### config.mk
export PLATFORM = sky130hd
export DESIGN_NAME = radio_data_port
export DESIGN_NICKNAME = d
export VERILOG_FILES = /design/src/rtl/rdp_pkg.sv /design/src/rtl/rdp_cfg_reg.sv /design/src/rtl/rdp_clkgen.sv /design/src/rtl/rdp_tx_path.sv /design/src/rtl/rdp_rx_path.sv /design/src/rtl/radio_data_port.sv
export SDC_FILE = /design/constraint.sdc
export NUM_CORES = 1
export LEC_CHECK = 0
export ABC_AREA = 1
export BUFFER_PORTS_ARGS = -buffer_cell sky130_fd_sc_hd__buf_2
export CORE_MARGIN = 2
export CORE_UTILIZATION = 55
export CTS_BUF_LIST = sky130_fd_sc_hd__clkbuf_8 sky130_fd_sc_hd__clkbuf_16
export DETAILED_ROUTE_END_ITERATION = 10
export MAX_ROUTING_LAYER = met4
export PLACE_DENSITY_LB_ADDON = 0.2
export SYNTH_ARGS = -nofsm -noshare
export SYNTH_HDL_FRONTEND = slang
export SYNTH_SLANG_ARGS = --single-unit
### constraint.sdc
create_clock -name clk -period 2.1 [get_ports clk]
set_input_delay 0.315 -clock clk [delete_from_list [all_inputs] [get_ports clk]]
set_output_delay 0.315 -clock clk [all_outputs]
set_load 0.005 [all_outputs]
### src/rtl/rdp_pkg.sv
package rdp_pkg;

  typedef enum logic [1:0] {
    FMT_NRZ   = 2'd0,
    FMT_ASYNC = 2'd1,
    FMT_MANCH = 2'd2
  } fmt_e;

  localparam int GATE_W = 2;

  typedef struct packed {
    fmt_e              fmt;
    logic              sep_pins;
    logic              idle_lvl;
    logic [GATE_W-1:0] gate_sel;
  } port_cfg_t;

  // Code 3 is not a format of its own and falls back to NRZ.
  function automatic fmt_e decode_fmt(input logic [1:0] code);
    case (code)
      2'd1:    return FMT_ASYNC;
      2'd2:    return FMT_MANCH;
      default: return FMT_NRZ;
    endcase
  endfunction

  function automatic logic gate_pass(input logic [GATE_W-1:0] sel,
                                     input logic cs, input logic lk);
    case (sel)
      2'd1:    return cs;
      2'd2:    return lk;
      2'd3:    return cs & lk;
      default: return 1'b1;
    endcase
  endfunction

  // {first chip, second chip}: 0 -> low then high, 1 -> high then low
  function automatic logic [1:0] manch_chips(input logic b);
    return {b, ~b};
  endfunction

endpackage

### src/rtl/rdp_cfg_reg.sv
module rdp_cfg_reg
  import rdp_pkg::*;
(
  input  logic      clk,
  input  logic      rst_n,
  input  logic      load_en,
  input  port_cfg_t cfg_in,
  output port_cfg_t cfg_q
);

  localparam port_cfg_t CFG_RST = '{fmt: FMT_NRZ, sep_pins: 1'b0,
                                    idle_lvl: 1'b0, gate_sel: '0};

  always_ff @(posedge clk or negedge rst_n) begin
    if (!rst_n)       cfg_q <= CFG_RST;
    else if (load_en) cfg_q <= cfg_in;
  end

  // configuration frozen while a transfer holds the port
  assert_cfg_frozen_R11: assert property (@(posedge clk) disable iff (!rst_n)
    !load_en |=> $stable(cfg_q));

endmodule

### src/rtl/rdp_clkgen.sv
module rdp_clkgen (
  input  logic clk,
  input  logic rst_n,
  input  logic baud_tick,
  input  logic gate_ok,
  output logic phase,
  output logic tick_q,
  output logic rise_evt,
  output logic fall_evt
);

  assign tick_q   = baud_tick & gate_ok;
  assign rise_evt = tick_q & ~phase;
  assign fall_evt = tick_q & phase;

  always_ff @(posedge clk or negedge rst_n) begin
    if (!rst_n)      phase <= 1'b0;
    else if (tick_q) phase <= ~phase;
  end

  // a false qualifier freezes the bit clock
  assert_gate_stall_R10: assert property (@(posedge clk) disable iff (!rst_n)
    !gate_ok |=> $stable(phase));

endmodule

### src/rtl/rdp_tx_path.sv
module rdp_tx_path
  import rdp_pkg::*;
(
  input  logic clk,
  input  logic rst_n,
  input  logic active,
  input  logic manch,
  input  logic rise_evt,
  input  logic fall_evt,
  input  logic din,
  output logic chip
);

  logic pend;
  logic armed;

  always_ff @(posedge clk or negedge rst_n) begin
    if (!rst_n) begin
      chip  <= 1'b0;
      pend  <= 1'b0;
      armed <= 1'b0;
    end else if (!active) begin
      chip  <= 1'b0;
      pend  <= 1'b0;
      armed <= 1'b0;
    end else if (rise_evt) begin
      {chip, pend} <= manch ? manch_chips(din) : {din, din};
      armed        <= 1'b1;
    end else if (fall_evt && armed) begin
      chip <= pend;
    end
  end

  // the second half of a Manchester bit is the complement of the first
  assert_manch_flip_R3: assert property (@(posedge clk) disable iff (!rst_n)
    (active && manch && fall_evt && armed) |=> (chip != $past(chip)));

  // NRZ keeps the bit level across the falling half
  assert_nrz_hold_R2: assert property (@(posedge clk) disable iff (!rst_n)
    (active && !manch && fall_evt && armed) |=> $stable(chip));

endmodule

### src/rtl/rdp_rx_path.sv
module rdp_rx_path (
  input  logic clk,
  input  logic rst_n,
  input  logic nrz_en,
  input  logic man_en,
  input  logic tick_q,
  input  logic fall_evt,
  input  logic chip_in,
  output logic rx_data,
  output logic rx_clk,
  output logic code_err,
  output logic emit
);

  logic half;
  logic first;

  always_ff @(posedge clk or negedge rst_n) begin
    if (!rst_n) begin
      rx_data  <= 1'b0;
      rx_clk   <= 1'b0;
      code_err <= 1'b0;
      emit     <= 1'b0;
      half     <= 1'b0;
      first    <= 1'b0;
    end else begin
      code_err <= 1'b0;
      emit     <= 1'b0;
      if (nrz_en && fall_evt) rx_data <= chip_in;
      if (!man_en) begin
        half   <= 1'b0;
        rx_clk <= 1'b0;
      end else if (tick_q) begin
        if (!half) begin
          first  <= chip_in;
          half   <= 1'b1;
          rx_clk <= 1'b1;
        end else if (chip_in != first) begin
          rx_data <= first;
          half    <= 1'b0;
          rx_clk  <= 1'b0;
          emit    <= 1'b1;
        end else begin
          first    <= chip_in;
          code_err <= 1'b1;
        end
      end
    end
  end

  // a pair is either a bit or an error, never both
  assert_err_xor_bit_R6: assert property (@(posedge clk) disable iff (!rst_n)
    $onehot0({emit, code_err}));

  // after an error the decoder waits for the second chip of a pair
  assert_slip_state_R6: assert property (@(posedge clk) disable iff (!rst_n)
    code_err |-> half);

  // fresh decoded data appears while the recovered clock is low
  assert_data_before_edge_R5: assert property (@(posedge clk) disable iff (!rst_n)
    emit |-> !rx_clk);

endmodule

### src/rtl/radio_data_port.sv
module radio_data_port
  import rdp_pkg::*;
(
  input  logic       clk,
  input  logic       rst_n,
  input  logic       baud_tick,
  input  logic       tx_en,
  input  logic [1:0] cfg_mode,
  input  logic       cfg_sep_pins,
  input  logic       cfg_idle_lvl,
  input  logic [1:0] cfg_gate,
  input  logic       carrier_sense,
  input  logic       pll_lock,
  input  logic       dio_i,
  output logic       dio_o,
  output logic       dio_oe,
  output logic       dclk_o,
  output logic       lock_o,
  output logic       mod_data_o,
  input  logic       demod_i,
  output logic       code_err_o
);

  port_cfg_t cfg_in, cfg;
  logic gate_ok, is_async, is_manch, sync_fmt;
  logic phase, tick_q, rise_evt, fall_evt;
  logic tx_chip, rx_data, rx_clk, rx_emit;

  always_comb begin
    cfg_in.fmt      = decode_fmt(cfg_mode);
    cfg_in.sep_pins = cfg_sep_pins;
    cfg_in.idle_lvl = cfg_idle_lvl;
    cfg_in.gate_sel = cfg_gate;
  end

  rdp_cfg_reg u_cfg (
    .clk(clk), .rst_n(rst_n), .load_en(!tx_en), .cfg_in(cfg_in), .cfg_q(cfg)
  );

  assign is_async = (cfg.fmt == FMT_ASYNC);
  assign is_manch = (cfg.fmt == FMT_MANCH);
  assign sync_fmt = !is_async;
  assign gate_ok  = gate_pass(cfg.gate_sel, carrier_sense, pll_lock);

  rdp_clkgen u_clk (
    .clk(clk), .rst_n(rst_n), .baud_tick(baud_tick), .gate_ok(gate_ok),
    .phase(phase), .tick_q(tick_q), .rise_evt(rise_evt), .fall_evt(fall_evt)
  );

  rdp_tx_path u_tx (
    .clk(clk), .rst_n(rst_n), .active(sync_fmt && tx_en), .manch(is_manch),
    .rise_evt(rise_evt), .fall_evt(fall_evt), .din(dio_i), .chip(tx_chip)
  );

  rdp_rx_path u_rx (
    .clk(clk), .rst_n(rst_n),
    .nrz_en(sync_fmt && !is_manch && !tx_en),
    .man_en(is_manch && !tx_en),
    .tick_q(tick_q), .fall_evt(fall_evt), .chip_in(demod_i),
    .rx_data(rx_data), .rx_clk(rx_clk), .code_err(code_err_o), .emit(rx_emit)
  );

  always_comb begin
    if (is_async)
      dclk_o = (cfg.sep_pins && !tx_en) ? demod_i : cfg.idle_lvl;
    else if (is_manch && !tx_en)
      dclk_o = rx_clk & gate_ok;
    else
      dclk_o = phase & gate_ok;
  end

  assign dio_oe     = !tx_en && !cfg.sep_pins;
  assign dio_o      = is_async ? demod_i : rx_data;
  assign lock_o     = (sync_fmt && cfg.sep_pins) ? rx_data : pll_lock;
  assign mod_data_o = is_async ? (tx_en & dio_i) : tx_chip;

  // a false qualifier keeps the synchronous clock pin low
  assert_gated_low_R10: assert property (@(posedge clk) disable iff (!rst_n)
    (sync_fmt && !gate_ok) |-> !dclk_o);

  // asynchronous shared routing parks the clock pin
  assert_async_level_R7: assert property (@(posedge clk) disable iff (!rst_n)
    (is_async && !cfg.sep_pins) |-> (dclk_o == cfg.idle_lvl));

  // a recovered clock rise is never the cycle a new bit lands
  assert_rx_edge_R5: assert property (@(posedge clk) disable iff (!rst_n)
    rx_emit |-> !dclk_o);

endmodule

==> Word level (Yosys, flattened, before mapping) <==
Cells that the tools add are included.
{ "op_classes": {"eq_ne": 13, "muxes": 34, "bitwise": 9, "n_reduce_logical": 15} }
{ "ops": {"columns": ["cell", "count"], "rows": [
  ["1-bit two-way mux", 32],
  ["1-bit logical AND", 9],
  ["2-bit equality test (second input constant)", 4],
  ["1-bit AND", 7],
  ["2-bit by 1-bit equality test with 1-bit output (second input constant)", 3],
  ["2-bit != test (second input constant)", 3],
  ["3-bit != test (second input constant)", 2],
  ["1-bit logical NOT", 4],
  ["2-bit one-hot mux with 2 select lines", 1],
  ["1-bit one-hot mux with 3 select lines", 1],
  ["3-bit AND reduction", 1],
  ["1-bit NOT", 2],
  ["2-bit AND reduction", 1],
  ["1-bit != test", 1]
]} }
{ "word_totals": {"regBits": 15, "in_bits": 14, "output_inout_bits": 6, "elab_cells": 84} }

==> Longest topological paths before layout <==
Gate-level depths: netlist (run 1).
{ "depth": {"word_depth": 10, "depth_mapped": 9} }

==> Hierarchy <==
From an unflattened synthesis (run 1), not the netlist that was laid out.
{ "unflattened": {"cells_unflattened": 135, "area_unflattened_um2": 907.1} }
{ "modules_own_cells": {"columns": ["mod", "n_inst", "cells_per_inst", "area_per_inst_um2"], "rows": [
  ["rdp_rx_path", 1, 37, 286.5],
  ["rdp_cfg_reg", 1, 25, 221.5],
  ["radio_data_port", 1, 42, 187.7],
  ["rdp_tx_path", 1, 22, 155.1],
  ["rdp_clkgen", 1, 9, 56.3]
]} }

==> Worst setup path after synthesis (run 1) <==
No wires, ideal clock.
{ "synth_timing": {"path_type": "register to output", "startpoint": "reg u_cfg.cfg_q[4] (netlist bit)", "endpoint": "out dclk_o", "t_arrival_ns": 1.062, "required_ns": 1.785, "path_slack_ns": 0.723, "path_stages_with_launch": 9, "path_cell_list": "dfrtp_1 inv_1 ha_1 nand2_4 inv_2 nand2_1 o21ai_1 nand4_1 o21ai_1"} }
{ "synth_via": {"elab_chain_cells": 4} }
{ "synth_lines": {"columns": ["item", "line_no", "rtl"], "rows": [
  ["start: declaration", "rdp_cfg_reg.sv:8", "output port_cfg_t cfg_q"],
  ["start signal: assignment", "rdp_cfg_reg.sv:16", "else if (load_en) cfg_q <= cfg_in;"],
  ["2-bit equality test", "radio_data_port.sv:41", "assign is_manch = (cfg.fmt == FMT_MANCH);"],
  ["1-bit logical AND", "radio_data_port.sv:66", "else if (is_manch && !tx_en)"],
  ["1-bit two-way mux", "radio_data_port.sv:66", null],
  ["1-bit two-way mux *", "radio_data_port.sv:64", "if (is_async)"],
  ["end: declaration", "radio_data_port.sv:17", "output logic dclk_o,"]
]} }
Mark *: on every way between the ends. The rest lies on a longest branch, timed or not.

==> Worst setup path in the final report (run 1) <==
Ends and elaborated chain as after synthesis.

==> reports/qor.csv, run 1 <==
metric,value,unit
maxCapViolCount,0,
power_leakage,0.576,nW
synth_edf_count,0,
numCtsBuffers,3,
grt_pass1_wl,2950,um
wire_per_inst,11.8,um
drt_iter0_drc,24,
synthTopCellsByArea,"dfrtp_1, nand2_1, inv_1",
hold_viol,0,
grt_overflow_total,0,
irDropWorstVdd,0.557,mV
io_pins,20,
synth-main-ff-cell,dfrtp_1,
grt_max_degree,16,
fin_nets,151,
cts_tree,done,
critical_path_buf_inv_count,3,
cpMaxStageDelayCell,dfrtp_1,
clkLatencyLatePin,0.25,ns
clk_pin_slew,0.06,ns
yosysWarnings,0,
crit_chain,inv_1 -> ha_1 -> nand2_4 -> inv_2 -> nand2_1 -> o21ai_1 -> nand4_1 -> o21ai_1 -> buf_2,
layout_commonest_cell,nand2_1,
start_util,57.9,%
drv_slew,0,
first_pass_iters,4,
rsz0062_at_grt,false,
synth_cells,111,
critPathKind,reg2out,
status,finished clean,
synth_area,862,um2
finalCritPeriodShare,88.1,%
end_kind,output pin,
place.gp.congestion,0.832,
cts_max_level,1,
yosysTopAreaCell,dfrtp_1,
drc,0,
worst_pin_slew,0.324,ns
port_buffers,19,
crit_path_start_kind,flop,
ys_ff_latch,15,
crit_family,flip-flops,
via_per_inst,5.21,
die_h,43.6,um
dp_worst_setup_slack,0.521,ns
arrival,1.53,ns
slew_headroom,78.3,%
synth_nets,127,
required,1.78,ns
seq_area_frac_synth,43.5,%
drtAntennaViolNets,0,
cpMostUsedCell,o21ai_1,
synthArstFlopShare,100,%
power_density,762,nW/um2
final_core_util,68.7,%
die_x,43.6,um
wl,1770,um
cts_resized,0,
n_antenna_cell,0,
die_area,1900,um2
antenna_found_initial,0,
setup_viol,0,
fp-row-count,14,
grt_pass1_vias,759,
path_max_fanout,3,
setup_tns,0,ns
avgSynthCellArea,7.77,um2
dp_hpwl,1320,um
max_stage_delay,0.39,ns
fin_crit,1.85,ns
cts-root-buf,clkbuf_8,
fin_ws,0.250,ns
post_cts_buffers,0,
cts.sink_count,15,
ctsHoldBuffers,1,
synthToLayoutAreaGrowth,18.6,%
ys_types,22,
drive_gt1_share,23.9,%
vias,781,
max_freq,0.541,GHz
skew,0.00473,ns
cts_buffer_depth,2,
synth_top_area_share,43.5,%
mostFrequentLayoutCells,"nand2_1, buf_2, dfrtp_1",
min_path_type,in2reg,
track_usage,21.8,%
core-area,1490,um2
cell type report:
type / instances / area [um2]
sequential: 15 / 375
fill: 128 / 467
tap: 16 / 20.0
timing repair buffer: 20 / 105
multi-input combinational: 78 / 407
clock buffer: 3 / 41.3
clock inverter: 1 / 5.00
inverter: 17 / 68.8
per-layer routing:
| metal | vias to the layer above | GRT usage [%] | wire, um | share of wire [%] |
|---|---|---|---|---|
| met2 | 34 | 37.6 | 884 | 50 |
| met5 | - | - | 0 | 0 |
| met4 | 0 | 9.09 | 36 | 2.0 |
| met1 | 347 | 24.3 | 728 | 41 |
| met3 | 6 | 4.17 | 115 | 6.5 |
| li1 | 394 | - | - | - |
power breakdown:
part           internal [mW]  total [mW]  switching [mW]
logic                 0.0762       0.188           0.112
clock network          0.131       0.236           0.104
registers              0.325       0.355          0.0299
total                  0.533       0.779           0.246
metrics by stage:
step	std cells	hold WS, ns	power, mW	cell area, um2
after floorplan	111	0.0194	0.481	862
after detailed placement	145	0.236	0.546	966
final	150	0.262	0.779	1020
after global placement	145	0.231	0.542	966
after CTS	150	0.261	0.785	1020
after global routing	150	0.269	0.828	1020
cells by family (layout without fill, tap and decap cells):
logic type | Yosys count | in the layout | synth area share, %
buffers and inverters | 18 | 41 | 9.29
and+or+nand+nor | 61 | 61 | 34.0
xor gates and xnor gates | 2 | 2 | 2.03
adders and majority gates | 2 | 2 | 2.90
DFF | 15 | 15 | 43.5
AOI/OAI and AO/OA | 13 | 13 | 8.27
path summary, 6_finish.rpt:
| check | start | to | slack [ns] | cells after the start |
|---|---|---|---|---|
| worst min-delay path | cfg_sep_pins | u_cfg.cfg_q[3] | 0.26 | 3 |
| worst max register to register | u_cfg.cfg_q[4] | u_rx.rx_data | 0.73 | 8 |
| min in group asynchronous | rst_n | u_tx.armed | 0.49 | 2 |
| max in group asynchronous | rst_n | u_cfg.cfg_q[1] | 1.36 | 2 |
| worst max-delay path | u_cfg.cfg_q[4] | dclk_o | 0.25 | 9 |
| worst min register to register | u_cfg.cfg_q[2] | u_cfg.cfg_q[2] | 0.49 | 2 |
worst register-to-register path, cell delays in order (launching register included):
cell     delay [ns]
dfrtp_1        0.39
inv_1          0.06
ha_1           0.22
nand2_4        0.09
nor2_8         0.12
nand2_1        0.07
or2_0          0.20
nand2_1        0.08
inv_1          0.04
sequential cells by signal, summed over array words and instances (netlist names):
signal,flops
u_clk.phase,1
u_rx.rx_data,1
u_rx.first,1
u_rx.code_err,1
u_tx.chip,1
u_cfg.cfg_q,6
u_rx.rx_clk,1
u_tx.pend,1
u_tx.armed,1
u_rx.half,1
cells in the mapped netlist, drive strengths merged (2+ instances only):
library cell and count:
a21oi 3, nand3 10, nand4 2, o31ai 2
inv 16, nand2 37, dfrtp 15, nor2 11
xnor2 2, ha 2, o21ai 7
Power figures use the tool's default switching activity.
==> run 2, diff against run 1 <==
- CORE_MARGIN: 2 -> unset
==> run 2 against run 1 <==
Against the previous run: worst setup slack worse by 0.024 ns; critical path depth did not move; routed wire length shrank 7.3%; critical path type unchanged.
==> reports/qor.csv, run 2 (same netlist as run 1, synthesis figures left out) <==
metric,value,unit,change
largest_register_ffs,6,,unchanged
start_util,62.4,%,+4.5 points
drv_slew,0,,unchanged
first_pass_iters,4,,unchanged
end_kind,output pin,,
via_per_inst,5.15,,-1.1%
fin_crit,1.87,ns,+0.0236 ns
drc,0,,unchanged
die_area,1730,um2,-9.0%
status,finished clean,,
finalCritPeriodShare,89.2,%,+1.1 points
max_stage_delay,0.40,ns,about the same
final_cell_count_no_fill,149,,-0.67%
die_x,41.6,um,-4.6%
port_buffers,19,,unchanged
cpMostUsedCell,o21ai_1,,
power_leakage,0.576,nW,unchanged
drtAntennaViolNets,0,,unchanged
clkLatencyLatePin,0.25,ns,about the same
drive_gt1_share,23.9,%,unchanged
min_path_type,in2reg,,
cts.sink_count,15,,unchanged
core-area,1380,um2,-7.1%
rsz0062_at_grt,false,,
cts-root-buf,clkbuf_8,,
antenna_found_initial,0,,unchanged
post_cts_buffers,0,,unchanged
grt_pass1_vias,723,,-4.7%
slew_headroom,79.1,%,+0.80 points
grt_max_degree,16,,unchanged
die_h,41.6,um,-4.6%
setup_viol,0,,unchanged
skew,0.000433,ns,-0.00430 ns
clk_pin_slew,0.06,ns,about the same
fp-row-count,13,,-1
mostFrequentLayoutCells,"nand2_1, buf_2, dfrtp_1",,
path_max_fanout,3,,unchanged
grt_overflow_total,0,,unchanged
finalHoldWorstSlack,0.249,ns,-0.0124 ns
drt_iter0_drc,22,,-8.3%
vias,767,,-1.8%
synthToLayoutAreaGrowth,18.4,%,
cpMaxStageDelayCell,dfrtp_1,,
max_freq,0.534,GHz,-1.3%
hold_viol,0,,unchanged
irDropWorstVdd,0.519,mV,-6.9%
track_usage,23.5,%,+1.7 points
wl,1640,um,-7.3%
cts_resized,0,,unchanged
fin_nets,151,,unchanged
required,1.78,ns,about the same
cts_tree,done,,
placed_cells,144,,-0.69%
numCtsBuffers,3,,unchanged
arrival,1.56,ns,+0.03 ns
crit_path_start_kind,flop,,
crit_chain,inv_1 -> ha_1 -> nand2_4 -> inv_2 -> nand2_1 -> o21ai_1 -> nand4_1 -> o21ai_1 -> buf_2,,
dp_hpwl,1340,um,+1.3%
power_density,765,nW/um2,+0.41%
nFillCells,111,,-13%
wire_per_inst,11.0,um,-6.6%
layout_commonest_cell,nand2_1,,
io_pins,20,,unchanged
setup_tns,0,ns,unchanged
critPathKind,reg2out,,
maxCapViolCount,0,,unchanged
top_register,u_cfg.cfg_q,,
place.gp.congestion,0.824,,-0.89%
cts_buffer_depth,2,,unchanged
worst_pin_slew,0.312,ns,-0.0120 ns
final_core_util,73.8,%,+5.2 points
n_antenna_cell,0,,unchanged
grt_pass1_wl,2990,um,+1.4%
cts_max_level,1,,unchanged
[run 2: cell counts in the layout (fill, tap and decap cells not counted)]
Identical to the previous run, type by type.
[run 2: worst max-delay path, delay by kind of cell, from the launching register on]
family,cells,cell delay [ns]
and+or+nand+nor,3,0.24
AOI/OAI and AO/OA,2,0.17
DFF,1,0.40
buffers and inverters,3,0.27
adders and majority gates,1,0.23
[run 2: per-stage QoR]
stage	total power, mW	area [um2]	setup slack [ns]
finish	0.781	1020	0.227
global route	0.828	1020	0.0949
CTS	0.787	1020	0.203
floorplan	0.481	862	0.723
global placement	0.541	965	0.562
detailed placement	0.550	965	0.489
[run 2: worst paths after layout]
check,start,cells past startpoint,to,slack (ns)
worst max register to register,u_cfg.cfg_q[4],8,u_rx.rx_data,0.70
worst min-delay path,cfg_mode[1],2,u_cfg.cfg_q[4],0.25
max in group asynchronous,rst_n,2,u_cfg.cfg_q[4],1.38
worst max-delay path,u_cfg.cfg_q[4],9,dclk_o,0.23
worst min register to register,u_tx.pend,2,u_tx.pend,0.50
min in group asynchronous,rst_n,2,u_tx.chip,0.48
[run 2: final cells by class]
| cell class | count | area, um2 | area share [%] |
|---|---|---|---|
| clock buffers | 3 | 41.3 | 4.04 |
| inverters | 17 | 68.8 | 6.74 |
| repair buffers | 20 | 105 | 10.3 |
| well taps | 15 | 18.8 | 1.84 |
| clock inverters | 1 | 5.00 | 0.490 |
| flip-flops and latches | 15 | 375 | 36.8 |
| multi-input cells | 78 | 407 | 39.8 |
[run 2: metal layers]
metal | track usage [%] | vias up | part of all wire, %
met1 | 28.2 | 337 | 45
met5 | - | - | 0
met2 | 37.2 | 26 | 48
met3 | 5.22 | 7 | 4.6
li1 | - | 397 | -
met4 | 11.6 | 0 | 2.5
[run 2: what timing repair did]
item                       in CTS  in global routing
hold endpoints to repair       15                  0
hold buffers                    1                  0
setup endpoints to repair       0                  0
[run 2: power breakdown]
group | internal, mW | total, mW | switching, mW
registers | 0.326 | 0.356 | 0.0303
clock network | 0.132 | 0.236 | 0.105
logic | 0.0763 | 0.189 | 0.113
